### src/rtl/bcb_pkg.sv
package bcb_pkg;
  localparam int unsigned IX_FAULT     = 'h00;
  localparam int unsigned IX_FAULT_AND = 'h01;
  localparam int unsigned IX_FAULT_OR  = 'h02;
  localparam int unsigned IX_BASE      = 'h0A;
  localparam int unsigned IX_BASE2     = 'h0B;
  localparam int unsigned IX_CTL       = 'h0E;
  localparam int unsigned IX_CTL_SET   = 'h12;
  localparam int unsigned IX_CTL_CLR   = 'h13;
  localparam int unsigned IX_STAT      = 'h15;
  localparam int unsigned SPACE        = 'h20;
  localparam int unsigned WIN_OFS      = 'h0A;
  localparam int unsigned CTL_WIN_BIT  = 62;
  localparam int unsigned PLAIN_N      = 4;
  localparam int unsigned SLOT_W       = $clog2(PLAIN_N);

  function automatic int unsigned plain_index(int unsigned slot);
    case (slot)
      0:       return 'h06;
      1:       return 'h07;
      2:       return 'h0F;
      default: return 'h14;
    endcase
  endfunction

  typedef enum logic [3:0] {
    K_NONE, K_FAULT, K_FAULT_AND, K_FAULT_OR, K_PLAIN,
    K_BASE, K_BASE2, K_CTL, K_CTL_SET, K_CTL_CLR, K_STAT
  } kind_e;

  typedef struct packed {
    kind_e             kind;
    logic [SLOT_W-1:0] slot;
  } dec_t;
endpackage

### src/rtl/bcb_port_arb.sv
module bcb_port_arb #(
  parameter int IDX_W = 5,
  parameter int AW    = 8,
  parameter int DW    = 64,
  localparam int EXT_W = ((IDX_W > AW - 3) ? IDX_W : AW - 3) + 1
) (
  input  logic             svc_valid,
  input  logic             svc_write,
  input  logic [IDX_W-1:0] svc_index,
  input  logic [DW-1:0]    svc_wdata,
  input  logic             win_valid,
  input  logic             win_write,
  input  logic [AW-1:0]    win_addr,
  input  logic [DW-1:0]    win_wdata,
  output logic             svc_ready,
  output logic             win_ready,
  output logic             acc,
  output logic             acc_write,
  output logic             acc_from_win,
  output logic [EXT_W-1:0] acc_idx,
  output logic [DW-1:0]    acc_wdata
);
  logic [EXT_W-1:0] win_idx;
  logic             unused_lo;

  assign unused_lo = ^win_addr[2:0];
  assign win_idx   = EXT_W'(win_addr[AW-1:3]) + EXT_W'(bcb_pkg::WIN_OFS);

  assign svc_ready    = 1'b1;
  assign win_ready    = ~svc_valid;
  assign acc          = svc_valid | win_valid;
  assign acc_from_win = ~svc_valid;
  assign acc_write    = svc_valid ? svc_write : win_write;
  assign acc_idx      = svc_valid ? EXT_W'(svc_index) : win_idx;
  assign acc_wdata    = svc_valid ? svc_wdata : win_wdata;
endmodule

### src/rtl/bcb_decode.sv
module bcb_decode #(
  parameter int EXT_W = 6
) (
  input  logic [EXT_W-1:0] idx,
  output bcb_pkg::dec_t    dec
);
  import bcb_pkg::*;
  int unsigned iv;

  always_comb begin
    iv       = 32'(idx);
    dec.kind = K_NONE;
    dec.slot = '0;
    if (iv < SPACE) begin
      case (iv)
        IX_FAULT:     dec.kind = K_FAULT;
        IX_FAULT_AND: dec.kind = K_FAULT_AND;
        IX_FAULT_OR:  dec.kind = K_FAULT_OR;
        IX_BASE:      dec.kind = K_BASE;
        IX_BASE2:     dec.kind = K_BASE2;
        IX_CTL:       dec.kind = K_CTL;
        IX_CTL_SET:   dec.kind = K_CTL_SET;
        IX_CTL_CLR:   dec.kind = K_CTL_CLR;
        IX_STAT:      dec.kind = K_STAT;
        default:      dec.kind = K_NONE;
      endcase
      for (int s = 0; s < PLAIN_N; s++) begin
        if (iv == plain_index(s)) begin
          dec.kind = K_PLAIN;
          dec.slot = SLOT_W'(s);
        end
      end
    end
  end
endmodule

### src/rtl/bcb_regs.sv
module bcb_regs #(
  parameter int          DW          = 64,
  parameter int          NIRQ        = 5,
  parameter int          IRQ_LSB     = 32,
  parameter logic [63:0] ADDR_MASK   = 64'h0003_FFFF_FFF0_0000,
  parameter logic [63:0] BASE2_MASK  = 64'h0003_FFFF_0000_0000,
  parameter logic [63:0] BASE_INIT   = 64'h0003_FFFE_8000_0001
) (
  input  logic            clk,
  input  logic            rst_n,
  input  logic            acc,
  input  logic            acc_write,
  input  logic            acc_from_win,
  input  bcb_pkg::dec_t   dec,
  input  logic [DW-1:0]   wdata,
  input  logic [NIRQ-1:0] irq_src,
  output logic [DW-1:0]   rd_data,
  output logic            rd_err,
  output logic            rd_unimp,
  output logic [DW-1:0]   base_q,
  output logic            toggle_q
);
  import bcb_pkg::*;
  localparam logic [DW-1:0] BASE_KEEP = DW'(ADDR_MASK) | DW'(1);

  logic [DW-1:0] fault_q, ctl_q, base2_q, stat_q;
  logic [DW-1:0] fault_d, ctl_d, base_d, base2_d;
  logic [DW-1:0] plain_q [PLAIN_N];
  logic          wr;

  assign wr = acc & acc_write;

  always_comb begin
    fault_d = fault_q;
    ctl_d   = ctl_q;
    base_d  = base_q;
    base2_d = base2_q;
    if (wr) begin
      case (dec.kind)
        K_FAULT:     fault_d = wdata;
        K_FAULT_AND: fault_d = fault_q & wdata;
        K_FAULT_OR:  fault_d = fault_q | wdata;
        K_CTL:       ctl_d   = wdata;
        K_CTL_SET:   ctl_d   = ctl_q | wdata;
        K_CTL_CLR:   ctl_d   = ctl_q & ~wdata;
        K_BASE:      if (!acc_from_win) base_d = wdata & BASE_KEEP;
        K_BASE2:     base2_d = wdata & DW'(BASE2_MASK);
        default:     ;
      endcase
    end
  end

  always_ff @(posedge clk) begin
    if (!rst_n) begin
      fault_q  <= '0;
      ctl_q    <= '0;
      base_q   <= DW'(BASE_INIT) & BASE_KEEP;
      base2_q  <= '0;
      stat_q   <= '0;
      toggle_q <= 1'b0;
    end else begin
      fault_q  <= fault_d;
      ctl_q    <= ctl_d;
      base_q   <= base_d;
      base2_q  <= base2_d;
      stat_q   <= DW'(irq_src) << IRQ_LSB;
      toggle_q <= ctl_d[CTL_WIN_BIT] ^ ctl_q[CTL_WIN_BIT];
    end
  end

  for (genvar s = 0; s < PLAIN_N; s++) begin : g_plain
    always_ff @(posedge clk) begin
      if (!rst_n) plain_q[s] <= '0;
      else if (wr && dec.kind == K_PLAIN && dec.slot == SLOT_W'(s)) plain_q[s] <= wdata;
    end
  end

  always_comb begin
    rd_data  = '0;
    rd_err   = 1'b0;
    rd_unimp = 1'b0;
    if (acc_write) begin
      rd_err   = (dec.kind == K_BASE && acc_from_win) || dec.kind == K_STAT;
      rd_unimp = dec.kind == K_NONE;
    end else begin
      case (dec.kind)
        K_FAULT: rd_data = fault_q;
        K_PLAIN: rd_data = plain_q[dec.slot];
        K_BASE:  rd_data = base_q;
        K_BASE2: rd_data = base2_q;
        K_CTL:   rd_data = ctl_q;
        K_STAT:  rd_data = stat_q;
        default: begin
          rd_data  = '1;
          rd_unimp = 1'b1;
        end
      endcase
    end
  end
endmodule

### src/rtl/bridge_csr_bank.sv
module bridge_csr_bank #(
  parameter int          IDX_W      = 5,
  parameter int          AW         = 8,
  parameter int          DW         = 64,
  parameter int          NIRQ       = 5,
  parameter int          IRQ_LSB    = 32,
  parameter logic [63:0] ADDR_MASK  = 64'h0003_FFFF_FFF0_0000,
  parameter logic [63:0] BASE2_MASK = 64'h0003_FFFF_0000_0000,
  parameter logic [63:0] BASE_INIT  = 64'h0003_FFFE_8000_0001
) (
  input  logic             clk,
  input  logic             rst_n,
  input  logic             svc_req_valid,
  output logic             svc_req_ready,
  input  logic             svc_req_write,
  input  logic [IDX_W-1:0] svc_req_index,
  input  logic [DW-1:0]    svc_req_wdata,
  input  logic             win_req_valid,
  output logic             win_req_ready,
  input  logic             win_req_write,
  input  logic [AW-1:0]    win_req_addr,
  input  logic [DW-1:0]    win_req_wdata,
  input  logic [NIRQ-1:0]  irq_src,
  output logic             rsp_valid,
  output logic             rsp_port,
  output logic [DW-1:0]    rsp_rdata,
  output logic             rsp_err,
  output logic             rsp_unimp,
  output logic             win_enable,
  output logic [DW-1:0]    win_base,
  output logic             ctl_win_toggle
);
  localparam int EXT_W = ((IDX_W > AW - 3) ? IDX_W : AW - 3) + 1;

  logic             acc, acc_write, acc_from_win;
  logic [EXT_W-1:0] acc_idx;
  logic [DW-1:0]    acc_wdata, rd_data, base_q;
  logic             rd_err, rd_unimp;
  bcb_pkg::dec_t    dec;

  bcb_port_arb #(.IDX_W(IDX_W), .AW(AW), .DW(DW)) u_arb (
    .svc_valid(svc_req_valid), .svc_write(svc_req_write),
    .svc_index(svc_req_index), .svc_wdata(svc_req_wdata),
    .win_valid(win_req_valid), .win_write(win_req_write),
    .win_addr(win_req_addr), .win_wdata(win_req_wdata),
    .svc_ready(svc_req_ready), .win_ready(win_req_ready),
    .acc(acc), .acc_write(acc_write), .acc_from_win(acc_from_win),
    .acc_idx(acc_idx), .acc_wdata(acc_wdata)
  );

  bcb_decode #(.EXT_W(EXT_W)) u_dec (.idx(acc_idx), .dec(dec));

  bcb_regs #(
    .DW(DW), .NIRQ(NIRQ), .IRQ_LSB(IRQ_LSB), .ADDR_MASK(ADDR_MASK),
    .BASE2_MASK(BASE2_MASK), .BASE_INIT(BASE_INIT)
  ) u_regs (
    .clk(clk), .rst_n(rst_n), .acc(acc), .acc_write(acc_write),
    .acc_from_win(acc_from_win), .dec(dec), .wdata(acc_wdata),
    .irq_src(irq_src), .rd_data(rd_data), .rd_err(rd_err),
    .rd_unimp(rd_unimp), .base_q(base_q), .toggle_q(ctl_win_toggle)
  );

  always_ff @(posedge clk) begin
    if (!rst_n) begin
      rsp_valid <= 1'b0;
      rsp_port  <= 1'b0;
      rsp_rdata <= '0;
      rsp_err   <= 1'b0;
      rsp_unimp <= 1'b0;
    end else begin
      rsp_valid <= acc;
      rsp_port  <= acc_from_win;
      rsp_rdata <= acc ? rd_data : '0;
      rsp_err   <= acc & rd_err;
      rsp_unimp <= acc & rd_unimp;
    end
  end

  assign win_enable = base_q[0];
  assign win_base   = base_q & DW'(ADDR_MASK);
endmodule

### config.mk
export PLATFORM = sky130hd
export DESIGN_NAME = bridge_csr_bank
export DESIGN_NICKNAME = d
export VERILOG_FILES = /design/src/rtl/bcb_pkg.sv /design/src/rtl/bcb_port_arb.sv /design/src/rtl/bcb_decode.sv /design/src/rtl/bcb_regs.sv /design/src/rtl/bridge_csr_bank.sv
export SDC_FILE = /design/constraint.sdc
export NUM_CORES = 1
export LEC_CHECK = 0
export BUFFER_PORTS_ARGS = -buffer_cell sky130_fd_sc_hd__buf_4
export CAP_MARGIN = 20
export CORE_ASPECT_RATIO = 1.4
export CORE_UTILIZATION = 50
export CTS_CLUSTER_DIAMETER = 80
export DETAILED_ROUTE_END_ITERATION = 8
export GPL_TIMING_DRIVEN = 0
export PLACE_DENSITY = 0.71
export SLEW_MARGIN = 0
export SYNTH_ARGS = -nofsm -noshare
export SYNTH_HDL_FRONTEND = slang
export SYNTH_SLANG_ARGS = --single-unit
### constraint.sdc
create_clock -name clk -period 11 [get_ports clk]
set_input_delay 1.65 -clock clk [delete_from_list [all_inputs] [get_ports clk]]
set_output_delay 1.65 -clock clk [all_outputs]
set_load 0.05 [all_outputs]
==> impl_metrics.py <==
metrics = {
    "sta": {
        "setup_tns_ps": 0,
        "fin_crit_sh_pct": 77.2,
        "tightestPinTransition_ps": 1060,
        "relSlewSlack_pct": 27.1,
        "hold_viol_final": 0,
        "final-setup-viol-count": 0,
        "max_freq_mhz": 118,
        "finalCriticalPeriod_ps": 8490,
        "slew_violations": 0,
        "finClkSkew_ps": 11.4,
        "layout_setup_ws_ps": 2510,
        "timing.hold.ws_ps": 447,
        "rsz0062_at_grt": "false",
    },
    "setup_path": {
        "worst_ep_required_time_ps": 11270,
        "path_max_fanout": 20,
        "crit_type": "in2reg",
        "cp_data_arrival_time_ps": 8760,
        "start_kind": "primary input",
        "crit_start": "svc_req_valid",
        "end_kind": "flop",
        "r2r-start": "u_regs.plain_q[2][7]",
    },
    "place": {
        "dp_slack_ps": 2100,
        "port_buffers": 247,
        "post-dp-hpwl_um": 50300,
        "place_congestion": 0.931,
    },
    "route": {
        "drt_iter0_markers": 2047,
        "detailroute.via_count": 17938,
        "avgRoutedWirePerCell_um": 25.4,
        "ant_nets": 0,
        "route.detailed.drc": 0,
        "first_pass_iters": 6,
        "via_per_inst": 6.29,
        "routed_wl_um": 72300,
    },
    "clock_network": {
        "ctsHtreeMaxLevel": 2,
        "cts_setup_buffers": 0,
        "clkTransAtPathRegs_ps": 60,
        "clkSinkCount": 507,
        "ctsRootBufferMaster": "clkbuf_16",
        "clk-insertion-delay-late_ps": 570,
        "clk_path_buf_depth": 3,
        "cts_buffers": 47,
        "cts_tree": "built",
        "post_cts_resized": 0,
        "ctsHoldBuffers": 0,
    },
    "global_routing": {
        "grt_max_degree": 41,
        "grt_pass1_wl_um": 106000,
        "track_usage_pct": 32.3,
        "grt_pass1_vias": 17990,
        "grt_remaining_overflow": 0,
        "antenna_found_initial": 2,
    },
    "synth": {
        "yosys_warnings": 0,
        "synth_cell_types": 61,
        "syn_area_um2": 21800,
        "ys.flop_type": "edfxtp_1",
        "ys_seq_elements": 507,
        "synth-edff-count": 256,
        "seq_area_frac_synth_pct": 58.2,
        "syn_avg_cell_area_um2": 11.4,
        "netlist_instances": 1919,
        "synthArstFlopShare_pct": 0,
    },
    "floorplanning": {
        "start_util_pct": 50.6,
        "die_w_um": 179,
        "core-area_um2": 43100,
        "die_area_um2": 44500,
        "io_pins": 288,
        "rows": 90,
        "die_height_um": 249,
    },
    "worst_hold_path": {
        "hp-start": "u_regs.fault_q[10]",
        "min_path_type": "reg2reg",
    },
    "job": {
        "max_cap_viol_count": 0,
    },
    "layout": {
        "area_delta_synth_final_pct": 20.6,
        "drive_gt1_share_pct": 21.3,
        "num-nets-final": 2417,
    },
    "pwr": {
        "ir_drop_mv": 0.125,
        "powerDensity_nw_per_um2": 166,
        "leakage_nw": 9.83,
    },
    "status": {
        "status": "completed",
    },
}
worst max-delay path: stages:
cell and delay [ps]:
buf_6 120, clkbuf_1 490, clkbuf_1 840, clkbuf_1 720
mux2i_1 370, inv_1 110, ha_1 310, mux2_1 320
mux2i_1 420, nand3_1 240, o21ai_1 830, buf_2 460
buf_1 540, nand2_1 280, o21ai_4 600, buf_16 240
buf_16 190
cells in the mapped netlist (all sizes together) (7+ instances only):
cell type / number / area [um^2]
buf: 81 / 549
o21ai: 133 / 666
clkbuf: 116 / 435
and2: 9 / 56.3
a211oi: 33 / 253
nor2: 296 / 1110
inv: 7 / 26.3
nand2: 67 / 251
a31oi: 18 / 113
nand3: 8 / 40.0
edfxtp: 256 / 7690
a21oi: 137 / 689
o211ai: 19 / 143
dfxtp: 251 / 5020
o32ai: 64 / 1010
mux2: 8 / 90.1
a22oi: 108 / 811
mux2i: 133 / 1340
a221oi: 47 / 412
a2bb2oi: 64 / 561
cell type report:
type,count,area (um^2)
fillers,3522,16800
flip-flops and latches,507,12700
multi-input cells,1241,8280
repair buffers,259,2130
clock buffers,69,1380
plain buffers,197,985
well taps,552,691
clock inverters,17,135
inverters,7,26.3
diodes,2,5.00
layer usage:
layer  vias to the layer above  global-route usage (%)  routed length (um)
li1                       7878                       -                   -
met1                      8757                    38.0               26000
met2                      1039                    54.2               35700
met3                       264                    5.19                5970
met4                         0                    20.4                4640
met5                         -                       0                   0
cells in the final DEF, fill, tap and decap left out, types with 4 or more instances in the layout:
cell       synthesis  routed
nand4_1            4       4
buf_6              7       8
nor2_1           296     296
buf_16             0       8
buf_2             25      25
buf_4             43     291
and2_1             9       9
clkinv_2           0       8
clkbuf_16          0      49
a21o_1             4       4
nand3_1            8       8
clkbuf_8           0       7
buf_1              6       6
conb_1             2      35
a21oi_1          136     136
nor3_1             4       4
a211oi_1          32      32
clkinv_1           0       5
o32ai_1            4       4
ha_1               5       5
inv_1              5       5
mux2i_1          131     131
nand2_1           67      66
edfxtp_1         256     256
a221oi_1          47      47
clkbuf_1         116     128
o32ai_2           60      60
a22oi_1          108     108
a31oi_1           18      18
dfxtp_1          251     251
o21ai_0          131     128
mux2_2             7       7
a32oi_1            5       5
o211ai_1          19      19
nor2b_1            5       5
a2bb2oi_1         64      64
state kept, by name, summed over array words and instances (netlist names), 5 cells and up:
signal and flops:
u_regs.fault_q 64, u_regs.base_q 31, rsp_rdata 64, u_regs.ctl_q 64
u_regs.plain_q 256, u_regs.base2_q 18, u_regs.stat_q 5
per-stage QoR:
step	util, %	std cells	instance area (um^2)	power [mW]
2_1_floorplan	-	1952	22000	2.55
3_3_place_gp	56.8	2751	24500	2.78
3_5_place_dp	57.6	2763	24800	2.79
4_1_cts	61.1	2849	26300	4.38
5_1_grt	61.1	2850	26300	4.49
6_report	61.1	2851	26300	4.39
kinds of logic (layout without fill, tap and decap cells):
logic type / after synthesis / after routing / synth area share, %
XOR/XNOR: 2 / 2 / 0.0802
adder cells (fa/ha/maj): 5 / 5 / 0.286
buffers and inverters: 204 / 549 / 4.63
multiplexers: 141 / 141 / 6.54
flip-flops: 507 / 507 / 58.2
other: 2 / 37 / 0.0344
AO/OA/AOI/OAI: 647 / 647 / 22.4
AND/OR/NAND/NOR: 411 / 411 / 7.87
final timing paths:
kind	endpoint	cells past startpoint	slack, ps
max	u_regs.plain_q[2][7]	17	2510
min	rsp_rdata[10]	2	450
max reg2reg	rsp_rdata[7]	4	9660
min reg2reg	rsp_rdata[10]	2	450
report_power, final:
part | internal [mW] | leakage, nW | total (mW) | switching [mW]
Clock | 0.914 | 0.745 | 1.62 | 0.708
Combinational | 0.201 | 4.60 | 0.656 | 0.455
Sequential | 2.08 | 4.48 | 2.11 | 0.0309
Total | 3.19 | 9.83 | 4.39 | 1.19
Note: power is estimated with default switching activity, not from simulation.
